<file path="config.mk">
export PLATFORM = sky130hd
export DESIGN_NAME = uart_addr_de
export DESIGN_NICKNAME = d
export VERILOG_FILES = /design/src/rtl/uart_addr_de.sv
export SDC_FILE = /design/constraint.sdc
export NUM_CORES = 1
export LEC_CHECK = 0
export BUFFER_PORTS_ARGS = -buffer_cell sky130_fd_sc_hd__clkbuf_2
export CORE_ASPECT_RATIO = 0.6
export CORE_MARGIN = 1
export CORE_UTILIZATION = 45
export CTS_CLUSTER_DIAMETER = 200
export DETAILED_ROUTE_END_ITERATION = 6
export SYNTH_ARGS = -nofsm -noshare
export SYNTH_HDL_FRONTEND = slang
export SYNTH_SLANG_ARGS = --single-unit
</file>
<file path="constraint.sdc">
create_clock -name clk -period 3.5 [get_ports clk]
set_clock_uncertainty 0.2 [all_clocks]
set_input_delay 0.875 -clock clk [delete_from_list [all_inputs] [get_ports clk]]
set_output_delay 0.875 -clock clk [all_outputs]
set_load 0.005 [all_outputs]
</file>
<file path="src/rtl/uart_addr_de.sv">
module uart_addr_de #(
  parameter int          ADDR_W  = 3,
  parameter logic [15:0] RST_DIV = 16'd4
) (
  input  logic              clk,
  input  logic              rst_n,
  input  logic [ADDR_W-1:0] addr,
  input  logic              wr_en,
  input  logic              rd_en,
  input  logic [7:0]        wdata,
  output logic [7:0]        rdata,
  input  logic              rxd,
  output logic              txd,
  input  logic              cts_n,
  output logic              de,
  output logic              irq
);
  localparam logic [ADDR_W-1:0] A_DATA = ADDR_W'(0);
  localparam logic [ADDR_W-1:0] A_STAT = ADDR_W'(1);
  localparam logic [ADDR_W-1:0] A_CTLA = ADDR_W'(2);
  localparam logic [ADDR_W-1:0] A_CTLB = ADDR_W'(3);
  localparam logic [ADDR_W-1:0] A_ADDR = ADDR_W'(4);
  localparam logic [ADDR_W-1:0] A_DIVH = ADDR_W'(5);
  localparam logic [ADDR_W-1:0] A_DIVL = ADDR_W'(6);
  localparam logic [ADDR_W-1:0] A_AUX  = ADDR_W'(7);
  localparam logic [3:0]        SUB_LAST = 4'd15;
  localparam logic [3:0]        SUB_MID  = 4'd7;

  typedef enum logic [2:0] {T_IDLE, T_LEAD, T_START, T_DATA, T_PAR, T_STOP} tx_st_t;
  typedef enum logic [2:0] {R_IDLE, R_START, R_DATA, R_PAR, R_STOP} rx_st_t;

  logic [7:0]  ctla, station;
  logic [2:0]  ctlb;
  logic [15:0] div, brg_cnt;
  logic        brg_tick, brg_evt;

  wire ten     = ctla[7];
  wire ren     = ctla[6];
  wire cts_en  = ctla[5];
  wire par_en  = ctla[4];
  wire par_odd = ctla[3];
  wire de_en   = ctla[2];
  wire mp_en   = ctlb[0];
  wire has9    = par_en | mp_en;

  wire wr_data = wr_en && addr == A_DATA;
  wire rd_data = rd_en && addr == A_DATA;

  always_ff @(posedge clk) begin
    if (!rst_n) begin
      ctla <= '0; ctlb <= '0; station <= '0; div <= RST_DIV;
    end else if (wr_en) begin
      case (addr)
        A_CTLA: ctla <= wdata;
        A_CTLB: ctlb <= wdata[2:0];
        A_ADDR: station <= wdata;
        A_DIVH: div[15:8] <= wdata;
        A_DIVL: div[7:0] <= wdata;
        default: ;
      endcase
    end
  end

  assign brg_tick = (div != '0) && (brg_cnt <= 16'd1);

  always_ff @(posedge clk) begin
    if (!rst_n) begin
      brg_cnt <= RST_DIV;
      brg_evt <= 1'b0;
    end else begin
      brg_cnt <= (brg_cnt <= 16'd1) ? div : brg_cnt - 16'd1;
      if (rd_en && addr == A_AUX) brg_evt <= 1'b0;
      if (brg_tick) brg_evt <= 1'b1;
    end
  end

  logic [1:0] cts_s, rx_s;
  always_ff @(posedge clk) begin
    if (!rst_n) begin
      cts_s <= 2'b11; rx_s <= 2'b11;
    end else begin
      cts_s <= {cts_s[0], cts_n}; rx_s <= {rx_s[0], rxd};
    end
  end
  wire cts_ok = !cts_s[1] || !cts_en;
  wire rxi    = rx_s[1];

  tx_st_t     tst;
  logic [7:0] thold, tsh;
  logic       tdre, t9;
  logic [3:0] tsub;
  logic [2:0] tbit;
  logic       tx_busy;
  assign tx_busy = tst != T_IDLE;

  always_ff @(posedge clk) begin
    if (!rst_n) begin
      tst <= T_IDLE; thold <= '0; tsh <= '0; tdre <= 1'b1;
      t9 <= 1'b0; tsub <= '0; tbit <= '0;
    end else begin
      if (tst == T_IDLE) begin
        if (ten && !tdre && cts_ok && brg_tick) begin
          tsh  <= thold;
          t9   <= mp_en ? ctlb[2] : (par_odd ^ (^thold));
          tdre <= 1'b1;
          tsub <= '0;
          tst  <= de_en ? T_LEAD : T_START;
        end
      end else if (brg_tick) begin
        tsub <= tsub + 4'd1;
        if (tsub == SUB_LAST) begin
          case (tst)
            T_LEAD:  tst <= T_START;
            T_START: begin tst <= T_DATA; tbit <= '0; end
            T_DATA: begin
              tsh  <= tsh >> 1;
              tbit <= tbit + 3'd1;
              if (tbit == 3'd7) tst <= has9 ? T_PAR : T_STOP;
            end
            T_PAR:   tst <= T_STOP;
            default: tst <= T_IDLE;
          endcase
        end
      end
      if (wr_data) begin thold <= wdata; tdre <= 1'b0; end
    end
  end

  always_comb begin
    case (tst)
      T_START: txd = 1'b0;
      T_DATA:  txd = tsh[0];
      T_PAR:   txd = t9;
      default: txd = 1'b1;
    endcase
  end
  assign de = de_en && tx_busy;

  rx_st_t     rst_q;
  logic [7:0] rsh, rbuf;
  logic       r9, rdrf, pe, fe, oe, newfrm, matched;
  logic [3:0] rsub;
  logic [2:0] rbit;

  wire par_bad = par_en && !mp_en && (r9 != (par_odd ^ (^rsh)));
  wire is_addr = mp_en && r9;
  wire accept  = !mp_en || (r9 ? (rsh == station) : matched);

  always_ff @(posedge clk) begin
    if (!rst_n) begin
      rst_q <= R_IDLE; rsh <= '0; rbuf <= '0; r9 <= 1'b0; rdrf <= 1'b0;
      pe <= 1'b0; fe <= 1'b0; oe <= 1'b0; newfrm <= 1'b0; matched <= 1'b0;
      rsub <= '0; rbit <= '0;
    end else begin
      if (rd_data) begin
        rdrf <= 1'b0; pe <= 1'b0; fe <= 1'b0; oe <= 1'b0; newfrm <= 1'b0;
      end
      if (!ren) rst_q <= R_IDLE;
      else if (brg_tick) begin
        rsub <= rsub + 4'd1;
        case (rst_q)
          R_IDLE: if (!rxi) begin rst_q <= R_START; rsub <= '0; end
          R_START: if (rsub == SUB_MID) begin
            if (rxi) rst_q <= R_IDLE;
            else begin newfrm <= 1'b1; rsub <= '0; rbit <= '0; rst_q <= R_DATA; end
          end
          R_DATA: if (rsub == SUB_LAST) begin
            rsh  <= {rxi, rsh[7:1]};
            rsub <= '0;
            rbit <= rbit + 3'd1;
            if (rbit == 3'd7) rst_q <= has9 ? R_PAR : R_STOP;
          end
          R_PAR: if (rsub == SUB_LAST) begin r9 <= rxi; rsub <= '0; rst_q <= R_STOP; end
          default: if (rsub == SUB_LAST) begin
            rst_q <= R_IDLE;
            if (is_addr) matched <= (rsh == station);
            if (accept) begin
              if (rdrf) oe <= 1'b1;
              else begin
                rbuf <= rsh; rdrf <= 1'b1; pe <= par_bad; fe <= !rxi;
              end
            end
          end
        endcase
      end
    end
  end

  always_comb begin
    case (addr)
      A_DATA:  rdata = rbuf;
      A_STAT:  rdata = {!cts_s[1], !tx_busy && tdre, tdre, rdrf, pe, fe, oe, newfrm};
      A_CTLA:  rdata = ctla;
      A_CTLB:  rdata = {5'b0, ctlb};
      A_ADDR:  rdata = station;
      A_DIVH:  rdata = div[15:8];
      A_DIVL:  rdata = div[7:0];
      default: rdata = {6'b0, brg_evt, matched};
    endcase
  end

  assign irq = (ctla[1] && (rdrf || pe || fe || oe)) || (ctla[0] && tdre) || (ctlb[1] && brg_evt);
endmodule


</file>
==> results.txt <==
----------------------------------------------------
[Final layout]
  Net count, final ... 791
  Number of filler cells placed in the layout ... 1258
  Util after Layout ... 53.8%
  Commonest non-fill, non-tap cells in the layout ... sky130_fd_sc_hd__nand2_1, sky130_fd_sc_hd__dfxtp_1, sky130_fd_sc_hd__a21oi_1
  Synthesis-to-layout area growth ... 15.4%
  Most common cell after layout, fill and taps aside ... sky130_fd_sc_hd__nand2_1
  Fraction of final layout cells sized beyond drive strength 1 ... 12.1%
  # diodes ... 0

[Timing]
  Max Slew Vio Count ... 0
  Least-Margin Pin Slew ... 0.821 ns
  Min cycle time layout ... 3.28 ns
  Timing-limited maximum frequency ... 0.305 GHz
  Period utilization ... 93.8%
  Final setup fails ... 0
  Final Hold Vio Count ... 0
  Worst-case setup margin in the final layout ... 0.219 ns
  RSZ-0062 raised after global routing ... false
  Worst rel slew slack ... 44.7%
  Accumulated negative setup slack ... 0 ns

[GRT]
  Largest net degree at the start of global routing ... 36
  Wire length of the first global-routing pass ... 29.0 mm
  Total congestion overflow after global routing ... 0
  Total track usage ... 27.9%
  Number of antenna violations at the first check in global routing ... 0
  Via count of the first global-routing pass ... 5315

[Synthesis]
  Most frequently used flop master after synthesis ... sky130_fd_sc_hd__dfxtp_1
  Share of synthesized flip-flops with an asynchronous set or reset ... 0%
  Count of different cell masters after synthesis ... 58
  Number of flip-flops and latches in the synthesized netlist ... 117
  Number of warnings reported in the yosys synthesis log ... 0
  Count of flip-flops with a built-in enable after synthesis ... 0
  Syn_area_per_cell ... 8.04 sq um
  Cells after synthesis ... 750
  Area of the mapped netlist ... 6030 sq um
  Synthesized Nets ... 775
  Portion of the post-synthesis area used by sequential elements ... 38.9%

[Power and ir drop]
  Overall power of the completed layout ... 0.00423 W
  Total power divided by cell area ... 608 nW/um^2
  Static Leakage ... 2.61 nW
  Largest vdd supply drop ... 0.295 mV

[Critical path]
  Crit path required time ... 2.42 ns
  Critical path arrival ... 2.21 ns
  Crit path launch type ... input port
  Kind of capture point of the worst setup path ... primary output
  Path type of the worst setup path ... in -> out
  Crit-path max FO ... 12
  Reg2reg path depth ... 6

[Detailed routing]
  Number of optimization iterations in the first detailed-route pass ... 5
  Final antenna-violating net count ... 0
  Vias/cell ... 5.91
  Routed via count ... 5609
  Post-DR wirelength/cell ... 19.1 microns
  Routed Wire Length ... 18.1 mm
  Violation count after the first detailed-route iteration ... 397
  Number of remaining DRC errors ... 0

[Min path]
  Worst min path class ... reg -> reg
  Number of stages on the worst hold path ... 1

[Clocking]
  # resized after CTS ... 0
  Root Buffer ... sky130_fd_sc_hd__clkbuf_16
  Setup repair bufs after CTS ... 0
  Clock latency on the worst-skew pair ... 0.42 ns
  Clock sink total ... 117
  CTS tree ... done
  Maximum buffer depth of the clock tree ... 2
  Total clock buffers created by CTS ... 17
  Htree depth ... 4
  Clock-pin transition on the worst setup and hold timing paths ... 0.05 ns
  Hold_buf cts ... 0

[Placement]
  Setup WS pre-CTS ... 0.268 ns
  RePlAce Congestion ... 0.914
  DP Wirelength ... 13.1 mm
  Port buffer count ... 27

[Outcome]
  Outcome ... finished clean

[Job]
  Number of violations of the max-capacitance limit ... 0

[Floorplanning]
  Initial core utilization ... 46.6%
  Num ports ... 28
  Y dimension of the die ... 91.6 microns
  Overall die width ... 151 microns
  Area of the die ... 13900 sq um
  Row Count ... 32
  Floorplan core area ... 12900 sq um

----------------------------------------------------
final cells by class:
type	instances	area, sq um	share of cell area (%)
Sequential cell	117	2340	33.7
Tap cell	170	213	3.06
Clock inverter	13	195	2.81
Timing Repair Buffer	42	248	3.56
Clock buffer	19	453	6.51
Multi-Input combinational cell	580	3470	49.9
Inverter	8	30.0	0.432
cell usage after synthesis, types with 4 or more instances:
| cell | number | area (sq um) |
|---|---|---|
| sky130_fd_sc_hd__nand2_1 | 155 | 582 |
| sky130_fd_sc_hd__dfxtp_1 | 117 | 2340 |
| sky130_fd_sc_hd__a21oi_1 | 73 | 365 |
| sky130_fd_sc_hd__nor2_1 | 51 | 191 |
| sky130_fd_sc_hd__clkbuf_1 | 38 | 143 |
| sky130_fd_sc_hd__nand3_1 | 34 | 170 |
| sky130_fd_sc_hd__mux2i_1 | 32 | 320 |
| sky130_fd_sc_hd__o21ai_0 | 29 | 145 |
| sky130_fd_sc_hd__xnor2_1 | 19 | 166 |
| sky130_fd_sc_hd__a211oi_1 | 18 | 135 |
| sky130_fd_sc_hd__xor2_1 | 15 | 131 |
| sky130_fd_sc_hd__nor4_1 | 13 | 81.3 |
| sky130_fd_sc_hd__nand2b_1 | 11 | 68.8 |
| sky130_fd_sc_hd__nand4_1 | 10 | 62.6 |
| sky130_fd_sc_hd__and2_1 | 9 | 56.3 |
| sky130_fd_sc_hd__nor2b_1 | 9 | 56.3 |
| sky130_fd_sc_hd__and3_1 | 8 | 50.1 |
| sky130_fd_sc_hd__ha_1 | 8 | 100 |
| sky130_fd_sc_hd__inv_1 | 8 | 30.0 |
| sky130_fd_sc_hd__nand3b_1 | 8 | 60.1 |
| sky130_fd_sc_hd__nor3_1 | 6 | 30.0 |
| sky130_fd_sc_hd__or3_1 | 6 | 37.5 |
| sky130_fd_sc_hd__a31oi_1 | 5 | 31.3 |
| sky130_fd_sc_hd__mux2_2 | 5 | 56.3 |
| sky130_fd_sc_hd__buf_2 | 4 | 20.0 |
| sky130_fd_sc_hd__mux4_2 | 4 | 90.1 |
| sky130_fd_sc_hd__nand4b_1 | 4 | 35.0 |
| sky130_fd_sc_hd__nor3b_1 | 4 | 30.0 |
critical path, stage by stage:
cell and delay (ns):
sky130_fd_sc_hd__clkbuf_2 0.20, sky130_fd_sc_hd__buf_4 0.25, sky130_fd_sc_hd__nor2b_1 0.39, sky130_fd_sc_hd__a21oi_1 0.13
sky130_fd_sc_hd__o221ai_1 0.20, sky130_fd_sc_hd__clkbuf_2 0.15
cells by family after synthesis:
logic type,Yosys count,synth area share (%)
compound gates,154,15.2
xor+xnor,36,5.69
fa+ha+maj,8,1.66
buf+inv,53,3.51
flops,117,38.9
mux,41,7.74
simple gates,341,27.4
registers in the layout, summed over array words and instances, names as in the netlist, 2 cells and up:
name     flops
brg_cnt     16
ctla         8
ctlb         3
cts_s        2
div         16
rbit         3
rbuf         8
rsh          8
rst_q        3
rsub         4
rx_s         2
station      8
tbit         3
thold        8
tsh          8
tst          3
tsub         4
stage by stage:
| stage | cell area [sq um] | hold slack (ns) | instances |
|---|---|---|---|
| floorplan | 6030 | 0.186 | 750 |
| global placement | 6310 | 0.199 | 917 |
| detailed placement | 6310 | 0.199 | 917 |
| CTS | 6950 | 0.211 | 949 |
| global route | 6950 | 0.242 | 949 |
| finish | 6950 | 0.206 | 949 |
report_power, final:
group	total [W]	leakage (nW)	switching, W	internal, W
clock network	0.00192	0.307	0.000681	0.00124
registers	0.00152	0.947	0.000102	0.00142
logic	0.000790	1.36	0.000489	0.000301
total	0.00423	2.61	0.00127	0.00296
final timing paths:
kind         startpoint        to  slack (ns)
max reg2reg  brg_cnt[6]   tsub[3]        0.69
min             rx_s[0]   rx_s[1]        0.21
max             addr[0]  rdata[3]        0.22
min reg2reg     rx_s[0]   rx_s[1]        0.21
metal layers:
| metal | GRT usage, % | vias up | wire length (microns) |
|---|---|---|---|
| met3 | 7.81 | 25 | 1620 |
| met5 | 0 | - | 0 |
| met2 | 37.6 | 212 | 7320 |
| li1 | - | 2679 | - |
| met1 | 41.8 | 2693 | 8930 |
| met4 | 9.58 | 0 | 256 |
No activity file was read; power rests on OpenSTA's default activity.
